### src/rtl/gcd_pkg.sv
// Package: shared widths helper for the chained GCD unit.
// Assumes nothing beyond standard SystemVerilog.
package gcd_pkg;
    // Width of the iteration counter needed for operands of w bits.
    function automatic int cnt_width(input int w);
        return w + 1;
    endfunction
endpackage

### src/rtl/gcd_stage.sv
// Module: gcd_stage
// One swap stage followed by one subtract stage, purely combinational.
// The subtract guard is evaluated on the swapped pair.
// Assumes unsigned operands.
module gcd_stage #(
    parameter int WIDTH = 16
) (
    input  logic [WIDTH-1:0] x_in,
    input  logic [WIDTH-1:0] y_in,
    output logic [WIDTH-1:0] x_out,
    output logic [WIDTH-1:0] y_out
);
    logic [WIDTH-1:0] xs, ys;

    // Swap stage: exchange when x < y and y is non-zero.
    always_comb begin
        if ((x_in < y_in) && (y_in != '0)) begin
            xs = y_in;
            ys = x_in;
        end else begin
            xs = x_in;
            ys = y_in;
        end
    end

    // Subtract stage: uses the swapped pair.
    always_comb begin
        y_out = ys;
        if ((xs >= ys) && (ys != '0)) x_out = xs - ys;
        else                          x_out = xs;
    end
endmodule

### src/rtl/gcd_chain.sv
// Module: gcd_chain
// Cascades DEPTH swap-subtract stages within one cycle, each stage
// fed by the previous one. Assumes DEPTH is 1 or 2.
module gcd_chain #(
    parameter int WIDTH = 16,
    parameter int DEPTH = 1
) (
    input  logic [WIDTH-1:0] x_in,
    input  logic [WIDTH-1:0] y_in,
    output logic [WIDTH-1:0] x_out,
    output logic [WIDTH-1:0] y_out
);
    logic [WIDTH-1:0] xv [DEPTH+1];
    logic [WIDTH-1:0] yv [DEPTH+1];

    assign xv[0] = x_in;
    assign yv[0] = y_in;

    // Stage cascade: one gcd_stage per chain level.
    for (genvar i = 0; i < DEPTH; i++) begin : g_stage
        gcd_stage #(.WIDTH(WIDTH)) u_stage (
            .x_in (xv[i]),
            .y_in (yv[i]),
            .x_out(xv[i+1]),
            .y_out(yv[i+1])
        );
    end

    assign x_out = xv[DEPTH];
    assign y_out = yv[DEPTH];
endmodule

### src/rtl/chained_gcd.sv
// Module: chained_gcd
// Top of the GCD unit. Accepts operands on start while idle, iterates
// the stage chain once per cycle until y is zero, then presents x as the
// result with the iteration cycle count. Assumes CHAIN_DEPTH is 1 or 2
// and that CNT_W covers the worst-case iteration count.
module chained_gcd #(
    parameter int WIDTH       = 16,
    parameter int CHAIN_DEPTH = 1,
    parameter int CNT_W       = gcd_pkg::cnt_width(WIDTH)
) (
    input  logic             clk,
    input  logic             rst_n,
    input  logic             start,
    input  logic [WIDTH-1:0] a_in,
    input  logic [WIDTH-1:0] b_in,
    output logic             busy,
    output logic             done,
    output logic [WIDTH-1:0] result,
    output logic [CNT_W-1:0] cycles
);
    logic [WIDTH-1:0] x_q, y_q, x_nx, y_nx;
    logic [CNT_W-1:0] cnt_q;

    gcd_chain #(.WIDTH(WIDTH), .DEPTH(CHAIN_DEPTH)) u_chain (
        .x_in (x_q),
        .y_in (y_q),
        .x_out(x_nx),
        .y_out(y_nx)
    );

    // Control and datapath registers: load, iterate, finish.
    always_ff @(posedge clk) begin
        if (!rst_n) begin
            x_q    <= '0;
            y_q    <= '0;
            cnt_q  <= '0;
            busy   <= 1'b0;
            done   <= 1'b0;
            result <= '0;
            cycles <= '0;
        end else if (start && !busy) begin
            x_q   <= a_in;
            y_q   <= b_in;
            cnt_q <= '0;
            busy  <= 1'b1;
            done  <= 1'b0;
        end else if (busy) begin
            if (y_q == '0) begin
                busy   <= 1'b0;
                done   <= 1'b1;
                result <= x_q;
                cycles <= cnt_q;
            end else begin
                x_q   <= x_nx;
                y_q   <= y_nx;
                cnt_q <= cnt_q + 1'b1;
            end
        end
    end

    logic [WIDTH:0] sum_q;
    assign sum_q = {1'b0, x_q} + {1'b0, y_q};

    // accepted start makes the unit busy with done cleared.
    a_r2_start_load: assert property (@(posedge clk) disable iff (!rst_n)
        (start && !busy) |=> (busy && !done));

    // done and result hold while no new start arrives.
    a_r7_done_hold: assert property (@(posedge clk) disable iff (!rst_n)
        (done && !start) |=> (done && $stable(result) && $stable(cycles)));

    // busy and done never both high.
    a_r7_exclusive: assert property (@(posedge clk) disable iff (!rst_n)
        !(busy && done));

    // an iteration never increases x + y.
    a_r4_sum_nonincreasing: assert property (@(posedge clk) disable iff (!rst_n)
        (busy && y_q != '0 && !$past(start && !busy)) |=> (sum_q <= $past(sum_q)));

    // each applied iteration advances the counter by one.
    a_r10_count_step: assert property (@(posedge clk) disable iff (!rst_n)
        (busy && y_q != '0) |=> (cnt_q == $past(cnt_q) + 1'b1));
endmodule

### config.mk
export PLATFORM = sky130hd
export DESIGN_NAME = chained_gcd
export DESIGN_NICKNAME = d
export VERILOG_FILES = /design/src/rtl/gcd_pkg.sv /design/src/rtl/gcd_stage.sv /design/src/rtl/gcd_chain.sv /design/src/rtl/chained_gcd.sv
export SDC_FILE = /design/constraint.sdc
export NUM_CORES = 1
export LEC_CHECK = 0
export BUFFER_PORTS_ARGS = -buffer_cell sky130_fd_sc_hd__buf_2
export CAP_MARGIN = 40
export CORE_MARGIN = 1.5
export CORE_UTILIZATION = 29
export DETAILED_ROUTE_END_ITERATION = 10
export GPL_ROUTABILITY_DRIVEN = 0
export MAX_ROUTING_LAYER = met4
export PLACE_DENSITY_LB_ADDON = 0.2
export SYNTH_ARGS = -nofsm -noshare
export SYNTH_HDL_FRONTEND = slang
export SYNTH_SLANG_ARGS = --single-unit
### constraint.sdc
create_clock -name clk -period 12.1 [get_ports clk]
set_input_delay 1.815 -clock clk [delete_from_list [all_inputs] [get_ports clk]]
set_output_delay 1.815 -clock clk [all_outputs]
set_load 0.05 [all_outputs]
==> Word-level counts from Yosys, hierarchy flattened <==
Index checks and enable logic that the tools add are counted.
{ "totals": {"reg_bits": 84, "inputBits": 35, "out_inout_bits": 35, "word_cells": 40} }
{ "classes": {"n_addsub": 2, "order_cmp": 2, "n_eq_ne": 1, "mux": 12, "bitwise": 3, "n_reduce_logical": 13} }
{ "ops": {"columns": ["cell", "n"], "rows": [
  ["$mux W16", 9],
  ["$reduce_bool A16 Y1", 2],
  ["$add A17 B1 Y17 const B", 1],
  ["$ge A16 B16 Y1", 1],
  ["$logic_not A16 Y1", 1],
  ["$lt A16 B16 Y1", 1],
  ["$sub A16 B16 Y16", 1],
  ["$reduce_and A2 Y1", 3],
  ["$logic_and A1 B1 Y1", 3],
  ["$mux W1", 3],
  ["$not A1 Y1", 3],
  ["$reduce_and A3 Y1", 1],
  ["$ne A2 B2 Y1 const B", 1],
  ["$reduce_bool A2 Y1", 1],
  ["$reduce_or A2 Y1", 1],
  ["$logic_not A1 Y1", 1]
]} }

==> Logic depth before layout (Yosys ltp) <==
Gate-level depths: netlist of the first run.
{ "logic_depth": {"ltp_word": 9, "depth_mapped": 20, "depth_no_buf": 16} }

==> Modules after synthesis <==
A second synthesis of the first run with hierarchy kept.
{ "unflattened": {"cells_unflattened": 761, "area_unflattened_um2": 5700.5} }
{ "modules_own_cells": {"columns": ["module", "instances", "cells_per_inst", "area_per_inst_um2", "seq_area_each_um2"], "rows": [
  ["chained_gcd", 1, 442, 3554.7, 1681.6],
  ["gcd_stage", 1, 319, 2145.8, 0.0]
]} }

==> Worst setup path after synthesis of the first run <==
No wires, ideal clock.
{ "synth_path": {"path_kind": "register to register", "start": "register y_q[5]", "end": "register x_q[10]", "setup_ns": 0.138, "t_arrival_ns": 4.085, "required_time_ns": 11.962, "setup_slack_ns": 7.877, "path_stages_with_launch": 20, "n_path_buf": 3, "period_less_slack_ns": 4.223, "cell_sequence": "dfxtp_1 inv_1 ha_1 buf_6 a211oi_2 nand2_1 o311a_1 buf_6 nor2_1 clkbuf_1 nand2_1 o21a_1 ha_1 a21oi_1 a31oi_1 o31a_1 nor4_2 nor2_2 o311ai_1 a31oi_1"} }
{ "synth_between": {"elab_chain_cells": 9, "elab_cells_between_ends": 16, "cone_classes": "1 x add/sub; 2 x order compare; 1 x eq/ne; 6 x mux; 6 x reduce/logical"} }
{ "synth_rtl": {"columns": ["item", "line_no", "source"], "rows": [
  ["start, declared", "chained_gcd.sv:21", "logic [WIDTH-1:0] x_q, y_q, x_nx, y_nx;"],
  ["start signal, assigned", "chained_gcd.sv:43", "y_q <= b_in;"],
  ["start signal, assigned", "chained_gcd.sv:55", "y_q <= y_nx;"],
  ["$lt A16 B16 Y1 / $reduce_bool A16 Y1 (equally long branches)", "gcd_stage.sv:17", "if ((x_in < y_in) && (y_in != '0)) begin"],
  ["$logic_and A1 B1 Y1", "gcd_stage.sv:17", null],
  ["$mux W16", "gcd_stage.sv:17", null],
  ["$ge A16 B16 Y1 / $reduce_bool A16 Y1 (equally long branches)", "gcd_stage.sv:29", "if ((xs >= ys) && (ys != '0)) x_out = xs - ys;"],
  ["$logic_and A1 B1 Y1", "gcd_stage.sv:29", null],
  ["$mux W16", "gcd_stage.sv:29", null],
  ["$mux W16", "chained_gcd.sv:48", "if (y_q == '0) begin"],
  ["$mux W16", "chained_gcd.sv:47", "end else if (busy) begin"],
  ["$mux W16", "chained_gcd.sv:41", "end else if (start && !busy) begin"],
  ["end signal, assigned", "chained_gcd.sv:42", "x_q <= a_in;"],
  ["end signal, assigned", "chained_gcd.sv:54", "x_q <= x_nx;"],
  ["end, declared", "chained_gcd.sv:21", null]
]} }
Parallel ways exist; a longest one is shown, timed or not. The select of a mux whose other input is x is not followed.
A chain may end at the register's enable or synchronous reset.

==> Worst setup path in the final report of the first run <==
{ "layout_path": {"start": "register y_q[9]", "end": "register x_q[12]"} }
Same word-level chain as after synthesis.

==> results, run 1 <==
- The flow ran to the end, and the final reports show no timing, DRC or antenna violations.
- The total of max-cap violations is 0.
- The register area share after synthesis is 32.9%.
- The clock skew is 8.06 ps.
- The cell area that synthesis handed to floorplanning was 5110 um^2.
- The initial utilization of the core area, before any placement, comes to 29.7%.
- The overall die area is 18400 um^2.
- In this run the worst path has a maximum fanout of 19.
- Once the clock tree was built, the setup fixing pass inserted 0 buffers.
- The violation count after the first detailed-routing iteration is 664.
- The analysis attributes to net switching a power of 714 uW.
- Global routing used 3.63% of the available met3 tracks.
- The number of buffers created by CTS is 9.
- The minimum clock period after layout is 5030 ps.
- In the post-synthesis netlist, the biggest area contributors are sky130_fd_sc_hd__dfxtp_1 33%, sky130_fd_sc_hd__nand2_1 8.6%, sky130_fd_sc_hd__a21oi_1 6.9%.
- Data on the critical path is required at its endpoint by 12370 ps.
- After synthesis, the largest area contributor takes up 32.9% of total cell area.
- Together, buffers and inverters on the worst path number 1.
- The layout-stage area growth over the synthesis result is 15.5%.
- The number of buffers inserted by port buffering is 69.
- The row count is 48.
- Multiplexer cells account for 2.06% of the synthesized area.
- The completed layout was analyzed and its total power is 1450 uW.
- The worst-case clock buffer depth is 2.
- For this run, design rule violations remaining after detail routing come to 0.
- By area, the combinational part of the netlist is dominated by compound AO/OA/AOI/OAI gates.
- Across all layers, the routed design uses 5390 vias.
- The detailed-router iteration count before antenna repair is 6.
- The kind of cell with the highest combined delay along the critical path is compound AO/OA/AOI/OAI gates.
- The global-route met2 utilization is 29.2%.
- The floorplan step set the die height to 136 um.
- The pin count of the biggest net entering global routing is 37.
- The leading register cell type out of synthesis is sky130_fd_sc_hd__dfxtp_1.
- The H-tree was split into 3 levels.
- The first global-routing pass estimated 28000 um of wire.
- The total half-perimeter wirelength after legalization and detailed placement is 13300 um.
- The final layout net count is 768.
- The global-route met1 utilization is 27.8%.
- The count of hold buffers inserted by post-cts repair is 0.
- Of the total synthesized cell area, the portion taken by full adders, half adders and majority gates is 4.41%.
- The count of distinct cell types in the synthesized netlist is 74.
- Setup repair after global routing left no endpoint under its margin.
- The via count of the first global-routing pass came to 4989.
- Counting every sink on the clock net gives 84.
- The count of final hold-check violations is 0.
- The overall routed net length is 18000 um.
- The synthesized area per cell is 7.69 um^2.
- STA classifies the critical path endpoint as a flip-flop.
- Synthesis produced a netlist whose cell count is 665.
- After global routing the overflow that remains totals 0.
- The number of enable flip-flop cells after synthesis is 0.
- The path class of the tightest hold or removal check is reg2reg.
- For this run, the number of standard cells in the final layout without fillers is 945.
- The number of antenna violations at the first check in global routing is 0.
- At the worst endpoint, the arrival time is 5300 ps.
- The number of gates resized after CTS is 0.
- The die outline width is 136 um.
- The share of the synthesized area in compound gates (AO/OA/AOI/OAI) is 27.1%.
- Dividing total power by cell area gives a power density of 245 nW/um^2.
- The commonest cells after synthesis are 117 x sky130_fd_sc_hd__nand2_1, 84 x sky130_fd_sc_hd__dfxtp_1, 70 x sky130_fd_sc_hd__a21oi_1.
- Setup violations remaining at the end of the flow were counted as 0.
- The total placed cells including tap cells is 928.
- The headroom to the max-slew limit is 42.5%.
- Net switching is 49.3% of the power.
- The warning count from the yosys run is 0.
- The transition time of the tightest slew-check pin is 862 ps.
- For this run, the slowest stage of the critical path takes 720 ps.
- The critical path goes through inv_1 > ha_1 > nand4_1 > a211oi_2 > o311a_1 > o211ai_1 > o21a_1 > ha_1 > a21oi_1 > a31oi_1 > o31a_1 > or4_1 > o21ai_1 > a21oi_1 > a31oi_1.
- The part of the power in combinational logic is 57.6%.
- The clock network power share is 17.7%.
- After clock tree synthesis, the clock-pin slew on the worst setup and hold paths is 70 ps.
- Per report_power, the sequential group accounts for 24.7% of the total.
- Cells with a size suffix above 1 make up 16.3% of the layout.
- The root buffer selected by CTS is sky130_fd_sc_hd__clkbuf_16.
- VDD sags by at most 0.0880 mV.
- 0 antenna diodes ended up in the layout.
- The number of pins exceeding their max-slew limit in the final report came to 0.
- The synthesized-area fraction occupied by xor and xnor cells is 4.28%.
- The internal power of the cells totals 735 uW.
- The worst-path cell with the longest stage delay is sky130_fd_sc_hd__or4_1.
- 70 I/O pins were placed.
- Dividing the detail-routed wire length by the instance count gives 19.0 um.
- Summing the areas of all and, or, nand and nor instances in the mapped netlist gives 23.6% of the synthesized area.
- TritonCTS built the clock tree.
- The path type of the worst setup path is reg2reg.
- The detail route stage leaves a number of antenna-violating nets equal to 0.
- The static leakage power is 0.00228 uW.
- The upper clock frequency limit is 199 MHz.
- Of all flip-flops after synthesis, the portion carrying an async set or reset was 0%.
- The post-synth net total is 718.
- The total of flip-flops plus latches after synthesis is 84.
- The sum of negative setup slack is 0 ps.
- The most common cell in the synthesized netlist is sky130_fd_sc_hd__nand2_1.
- The insertion delay to the later sink of the worst-skew pair is 340 ps.
- The critical path launch point type is a flip-flop.
- The most used routing layer is met2.
- The total area inside the core boundary comes to 17200 um^2.
- The final worst-path cycle share is 41.5%.
- The overall fraction of global-route tracks in use is 20.2%.
- After detailed routing, the number of vias per cell comes to 5.70.
- The cell type with the highest aggregate area in the netlist is sky130_fd_sc_hd__dfxtp_1.
## cell usage in the layout, fill, tap and decap left out, types with 3 or more instances in the layout
cell                         netlist  final
sky130_fd_sc_hd__nor2b_1           6      5
sky130_fd_sc_hd__and3_1            5      5
sky130_fd_sc_hd__o31ai_1           3      3
sky130_fd_sc_hd__o21ai_0          21     21
sky130_fd_sc_hd__or2_2             3      3
sky130_fd_sc_hd__and2_1            7      7
sky130_fd_sc_hd__o211ai_1          8      8
sky130_fd_sc_hd__a221oi_1          3      3
sky130_fd_sc_hd__mux2i_1           6      6
sky130_fd_sc_hd__xnor2_1           8      8
sky130_fd_sc_hd__o32ai_1           3      3
sky130_fd_sc_hd__o21a_1            6      6
sky130_fd_sc_hd__buf_2             3     70
sky130_fd_sc_hd__a22oi_1           4      4
sky130_fd_sc_hd__nand4_1          13     13
sky130_fd_sc_hd__clkbuf_16         0      9
sky130_fd_sc_hd__nor2_1           58     57
sky130_fd_sc_hd__nor3_1           12     12
sky130_fd_sc_hd__nor4_1           11     11
sky130_fd_sc_hd__mux2_2            4      4
sky130_fd_sc_hd__inv_1            27     27
sky130_fd_sc_hd__nand3_1          13     13
sky130_fd_sc_hd__a21o_1            4      4
sky130_fd_sc_hd__xor2_1           17     17
sky130_fd_sc_hd__or4_1             3      3
sky130_fd_sc_hd__dfxtp_1          84     84
sky130_fd_sc_hd__o21ai_1           4      4
sky130_fd_sc_hd__nand2b_1          5      5
sky130_fd_sc_hd__a222oi_1         16     16
sky130_fd_sc_hd__clkinvlp_4        0      4
sky130_fd_sc_hd__buf_4             5      6
sky130_fd_sc_hd__ha_1             18     18
sky130_fd_sc_hd__a31oi_1           8      8
sky130_fd_sc_hd__a21oi_1          70     70
sky130_fd_sc_hd__o221ai_1          7      7
sky130_fd_sc_hd__nand2_1         117    117
sky130_fd_sc_hd__a211oi_1          7      7
## logic make-up after synthesis
group / after synthesis
AOI/OAI and AO/OA: 198
xor gates and xnor gates: 25
adders and majority gates: 18
buffers and inverters: 67
DFF: 84
muxes: 10
and+or+nand+nor: 263
## power groups by stage
stage               sequential, uW  clock (uW)  combinational (uW)
floorplan                      341           0                 608
CTS                            355         262                 809
global route                   360         273                 898
finish                         358         256                 835
global placement               360           0                 809
detailed placement             361           0                 803
## area by class of cell
cell class              count  area, um^2
multi-input cells         514        3150
repair buffers             78         420
clock inverters             5        38.8
well taps                 225         282
flip-flops and latches     84        1680
inverters                  28         105
fillers                  1822       11300
clock buffers              11         233
## stage by stage
stage / setup WS (ps) / utilization, % / area (um^2) / hold WS [ps]
finish: 7070 / 34.3 / 5910 / 451
global route: 6780 / 34.3 / 5910 / 465
CTS: 7080 / 34.2 / 5900 / 452
detailed placement: 7120 / 32.7 / 5630 / 443
global placement: 7220 / 32.5 / 5610 / 441
floorplan: 7880 / - / 5110 / 444
## worst min-delay path, cell delays in order (launching register included)
cell and delay (ps):
sky130_fd_sc_hd__dfxtp_1 300, sky130_fd_sc_hd__nand2_1 50, sky130_fd_sc_hd__a21oi_1 50
## path summary, 6_finish.rpt
check | depth (start not counted) | endpoint | startpoint | slack [ps]
setup / recovery | 15 | x_q[12] | y_q[9] | 7070
hold / removal | 2 | cycles[3] | cycles[3] | 450
hold reg to reg | 2 | cycles[3] | cycles[3] | 450
setup reg to reg | 15 | x_q[12] | y_q[9] | 7070
## registers in the layout, summed over array words and instances, names as in the netlist
register / cells
cnt_q: 17
cycles: 17
done: 1
result: 16
y_q: 16
busy: 1
x_q: 16
## metal layers
metal | share of wire, % | vias up
li1 | - | 2526
met3 | 8.8 | 45
met4 | 3.1 | 0
met2 | 43 | 263
met5 | 0 | -
met1 | 45 | 2556
Power figures use the tool's default switching activity.
==> inputs of run 2 (changes only) <==
- ABC_AREA: unset -> 1
- clock period: 12.1 -> 4.1 ns (I/O delays scaled with it)
==> results, run 2 <==
- The most common library cell in the layout ignoring fill and taps is sky130_fd_sc_hd__nand2_1 (unchanged).
- The synthesized area per cell is 6.15 um^2 (was 7.69 um^2).
- The headroom to the max-slew limit was 44.7% (was 42.5%).
- The largest fanout on the critical path is 35 (was 19).
- The minimum clock period after layout is 3750 ps (was 5030 ps).
- Outcome: completed (unchanged).
- The category of the worst setup path capture point was a flip-flop (unchanged).
- The routed wire length per instance is 14.1 um (was 19.0 um).
- The number of pins exceeding their max-slew limit in the final report is 0 (unchanged).
- The worst-case clock buffer depth was 2 (unchanged).
- The number of antenna violations at the first check in global routing is 0 (unchanged).
- The total of max-cap violations was 0 (unchanged).
- The finished layout cell area came to 6260 um^2 (was 5910 um^2).
- The residual antenna-violating net count after detailed routing is 0 (unchanged).
- The total half-perimeter wirelength after legalization and detailed placement is 12600 um (was 13300 um).
- The total of flip-flops plus latches after synthesis is 84 (unchanged).
- The sum of negative setup slack is 0 ps (unchanged).
- The number of instances in the synthesized netlist is 871 (was 665).
- The number of levels the H-tree was split into is 3 (unchanged).
- The placed instance area is 5970 um^2 (was 5630 um^2).
- The register clock-pin slew on the reported worst setup and hold paths came to 70 ps (about the same).
- The row count is 49 (was 48).
- The slack of the worst reg-to-reg path is 350 ps (was 7070 ps).
- The beginning of the worst register-to-register path was y_q[7] (was y_q[9]).
- The worst path required time is 4380 ps (was 12370 ps).
- The number of inserted diodes is 0 (unchanged).
- The vertical die dimension came to 139 um (was 136 um).
- The count of hold buffers inserted by post-cts repair is 0 (unchanged).
- The transition time of the tightest slew-check pin is 829 ps (was 862 ps).
- The area share of the largest cell type after synthesis is 31.4% (was 32.9%).
- The path type of the worst setup path is reg2reg (unchanged).
- The overall fraction of global-route tracks in use was 18.0% (was 20.2%).
- The final-report setup violation count is 0 (unchanged).
- The share of post-route cells with drive strength above 1 was 14.3% (was 16.3%).
- The number of enable flip-flop cells after synthesis is 0 (unchanged).
- The class of the tightest hold or removal check was reg2reg (unchanged).
- The effective utilization at floorplan is 29.7% (about the same).
- The remaining global-route overflow is 0 (unchanged).
- The detailed-router iteration count before antenna repair is 5 (was 6).
- The dominant delay contributor by cell family on the critical path is simple AND/OR/NAND/NOR gates (was compound AO/OA/AOI/OAI gates).
- The via count of the first global-routing pass came to 5177 (was 4989).
- The leading register cell type out of synthesis is sky130_fd_sc_hd__dfxtp_1 (unchanged).
- Cell types occupying the most area after synthesis: sky130_fd_sc_hd__dfxtp_1 31%, sky130_fd_sc_hd__nand2_1 19%, sky130_fd_sc_hd__inv_1 8.1% (was sky130_fd_sc_hd__dfxtp_1 33%, sky130_fd_sc_hd__nand2_1 8.6%, sky130_fd_sc_hd__a21oi_1 6.9%).
- The register area share after synthesis was 31.4% (was 32.9%).
- The critical path launch point type is a flip-flop (unchanged).
- The post-route non-filler standard cell count is 1167 (was 945).
- Cell Chain, Critical Path: inv_1 > ha_1 > nand2_2 > nor2_2 > nand2_1 > nand2_1 > nand2_4 > nand2_4 > buf_12 > nand2_1 > o21ai_1 > inv_1 > nor3_1 > nand4_1 > nor2_2 > inv_2 > nand2_8 > nand2_1 > nand3_1 > nand2_1 > a21oi_1 (was inv_1 > ha_1 > nand4_1 > a211oi_2 > o311a_1 > o211ai_1 > o21a_1 > ha_1 > a21oi_1 > a31oi_1 > o31a_1 > or4_1 > o21ai_1 > a21oi_1 > a31oi_1).
- The clock skew is 7.07 ps (was 8.06 ps).
- Most frequent cells in the layout: 268 x sky130_fd_sc_hd__nand2_1, 116 x sky130_fd_sc_hd__inv_1, 84 x sky130_fd_sc_hd__dfxtp_1, 73 x sky130_fd_sc_hd__a21oi_1, 71 x sky130_fd_sc_hd__nand3_1 (was 117 x sky130_fd_sc_hd__nand2_1, 84 x sky130_fd_sc_hd__dfxtp_1, 70 x sky130_fd_sc_hd__a21oi_1, 70 x sky130_fd_sc_hd__buf_2, 57 x sky130_fd_sc_hd__nor2_1).
- The total placed cells including tap cells was 1151 (was 928).
- The die outline width is 139 um (was 136 um).
- The worst-path cell with the longest stage delay is sky130_fd_sc_hd__ha_1 (was sky130_fd_sc_hd__or4_1).
- The overall routed net length is 16500 um (was 18000 um).
- The sum of buffers and inverters on the critical path is 4 (was 1).
- The count of vias placed by the detailed router is 5483 (was 5390).
- The startpoint of the tightest hold check path is cycles[12] (was cycles[3]).
- The number of remaining DRC errors came to 0 (unchanged).
- The post-synthesis async set-or-reset flop share is 0% (unchanged).
- The insertion delay to the later sink of the worst-skew pair was 350 ps (was 340 ps).
- The root buffer selected by CTS is sky130_fd_sc_hd__clkbuf_16 (unchanged).
- The layout-stage area growth over the synthesis result was 16.8% (was 15.5%).
- The signal arrival time at the worst endpoint is 4030 ps (was 5300 ps).
- The number of buffers inserted by port buffering came to 69 (unchanged).
- By instance count, the cell type seen most on the critical path is sky130_fd_sc_hd__nand2_1.
- The count of final hold-check violations is 0 (unchanged).
- The post-synthesis instance area was 5360 um^2 (was 5110 um^2).
- The violation count after the first detailed-routing iteration is 376 (was 664).
- The count of clock tree sinks is 84 (unchanged).
- The final worst-path cycle share is 91.4% (was 41.5%).
- The placeable core region is 18000 um^2 (was 17200 um^2).
- The cell with the most instances after synthesis is sky130_fd_sc_hd__nand2_1 (unchanged).
- The biggest cell delay along the critical path is 420 ps (was 720 ps).
- The warning count from the yosys run was 0 (unchanged).
- Most common library cells after synthesis: 268 x sky130_fd_sc_hd__nand2_1, 116 x sky130_fd_sc_hd__inv_1, 84 x sky130_fd_sc_hd__dfxtp_1 (was 117 x sky130_fd_sc_hd__nand2_1, 84 x sky130_fd_sc_hd__dfxtp_1, 70 x sky130_fd_sc_hd__a21oi_1).
- The post-synth net total is 924 (was 718).
- The cell type with the highest aggregate area in the netlist was sky130_fd_sc_hd__dfxtp_1 (unchanged).
- Unrepaired setup endpoints after global routing: no (unchanged).
- The count of distinct cell types in the synthesized netlist is 34 (was 74).
- The clock tree from TritonCTS is yes (unchanged).
- The launching instance or port of the critical path is y_q[7] (was y_q[9]).
- The I/O pin count came to 70 (unchanged).
- The final layout net count is 986 (was 768).
- The wire length of the first global-routing pass is 27200 um (was 28000 um).
- The pin count of the biggest net entering global routing is 39 (was 37).
- The ratio of routed vias to standard cells is 4.70 (was 5.70).
- The overall die area is 19300 um^2 (was 18400 um^2).
- The upper clock frequency limit was 267 MHz (was 199 MHz).
- Biggest registers after layout: cnt_q: 17 flops, cycles: 17 flops (unchanged).
- The number of buffers created by CTS is 9 (unchanged).
==> run 2: repair_timing <==
action | in CTS | in global routing
endpoints found under the setup margin | 0 | 3
buffers inserted | 0 | 0
endpoints found under the hold margin | 0 | 0
gates resized for setup | 0 | 1
==> run 2: worst reg2reg max path, stage by stage (launching register included) <==
cell	delay, ps
sky130_fd_sc_hd__dfxtp_1	400
sky130_fd_sc_hd__inv_1	80
sky130_fd_sc_hd__ha_1	420
sky130_fd_sc_hd__nand2_2	140
sky130_fd_sc_hd__nor2_2	170
sky130_fd_sc_hd__nand2_1	70
sky130_fd_sc_hd__nand2_1	90
sky130_fd_sc_hd__nand2_4	150
sky130_fd_sc_hd__nand2_4	210
sky130_fd_sc_hd__buf_12	210
sky130_fd_sc_hd__nand2_1	70
sky130_fd_sc_hd__o21ai_1	120
sky130_fd_sc_hd__inv_1	100
sky130_fd_sc_hd__nor3_1	270
sky130_fd_sc_hd__nand4_1	240
sky130_fd_sc_hd__nor2_2	260
sky130_fd_sc_hd__inv_2	160
sky130_fd_sc_hd__nand2_8	180
sky130_fd_sc_hd__nand2_1	70
sky130_fd_sc_hd__nand3_1	100
sky130_fd_sc_hd__nand2_1	60
sky130_fd_sc_hd__a21oi_1	110
==> run 2: path summary, 6_finish.rpt <==
kind                     end  depth (start not counted)
setup / recovery     x_q[10]                         21
hold / removal    cycles[12]                          2
setup reg to reg     x_q[10]                         21
hold reg to reg   cycles[12]                          2
==> run 2: kinds of logic after synthesis <==
logic type / share of synthesized area [%]
DFF: 31.4
buffers and inverters: 11.7
adders and majority gates: 4.20
AOI/OAI and AO/OA: 16.1
xor gates and xnor gates: 0.817
and+or+nand+nor: 35.9
==> run 2: layout make-up <==
| type | count | area [um^2] |
|---|---|---|
| Tap cell | 229 | 287 |
| Clock inverter | 7 | 57.6 |
| Inverter | 124 | 465 |
| Timing Repair Buffer | 83 | 475 |
| Multi-Input combinational cell | 631 | 3070 |
| Fill cell | 2043 | 11800 |
| Clock buffer | 9 | 225 |
| Sequential cell | 84 | 1680 |
==> run 2: stage by stage <==
| step | util, % | hold WS (ps) | setup WS (ps) |
|---|---|---|---|
| after floorplan | - | 436 | 922 |
| after global placement | 33.1 | 431 | 315 |
| after detailed placement | 33.1 | 433 | 414 |
| after CTS | 34.7 | 444 | 377 |
| after global routing | 34.7 | 466 | 45.3 |
| final | 34.7 | 440 | 352 |
==> run 2: per-layer routing <==
metal	up-vias	GRT usage (%)	wire length, um
met5	-	-	0
met4	0	5.32	208
li1	2926	-	-
met2	136	28.2	7380
met1	2407	24.2	7990
met3	14	2.45	901
Power of run 2 is left out: the tool's default activity adds up to more than one toggle a clock period on the data nets, which glitch-free logic cannot reach.
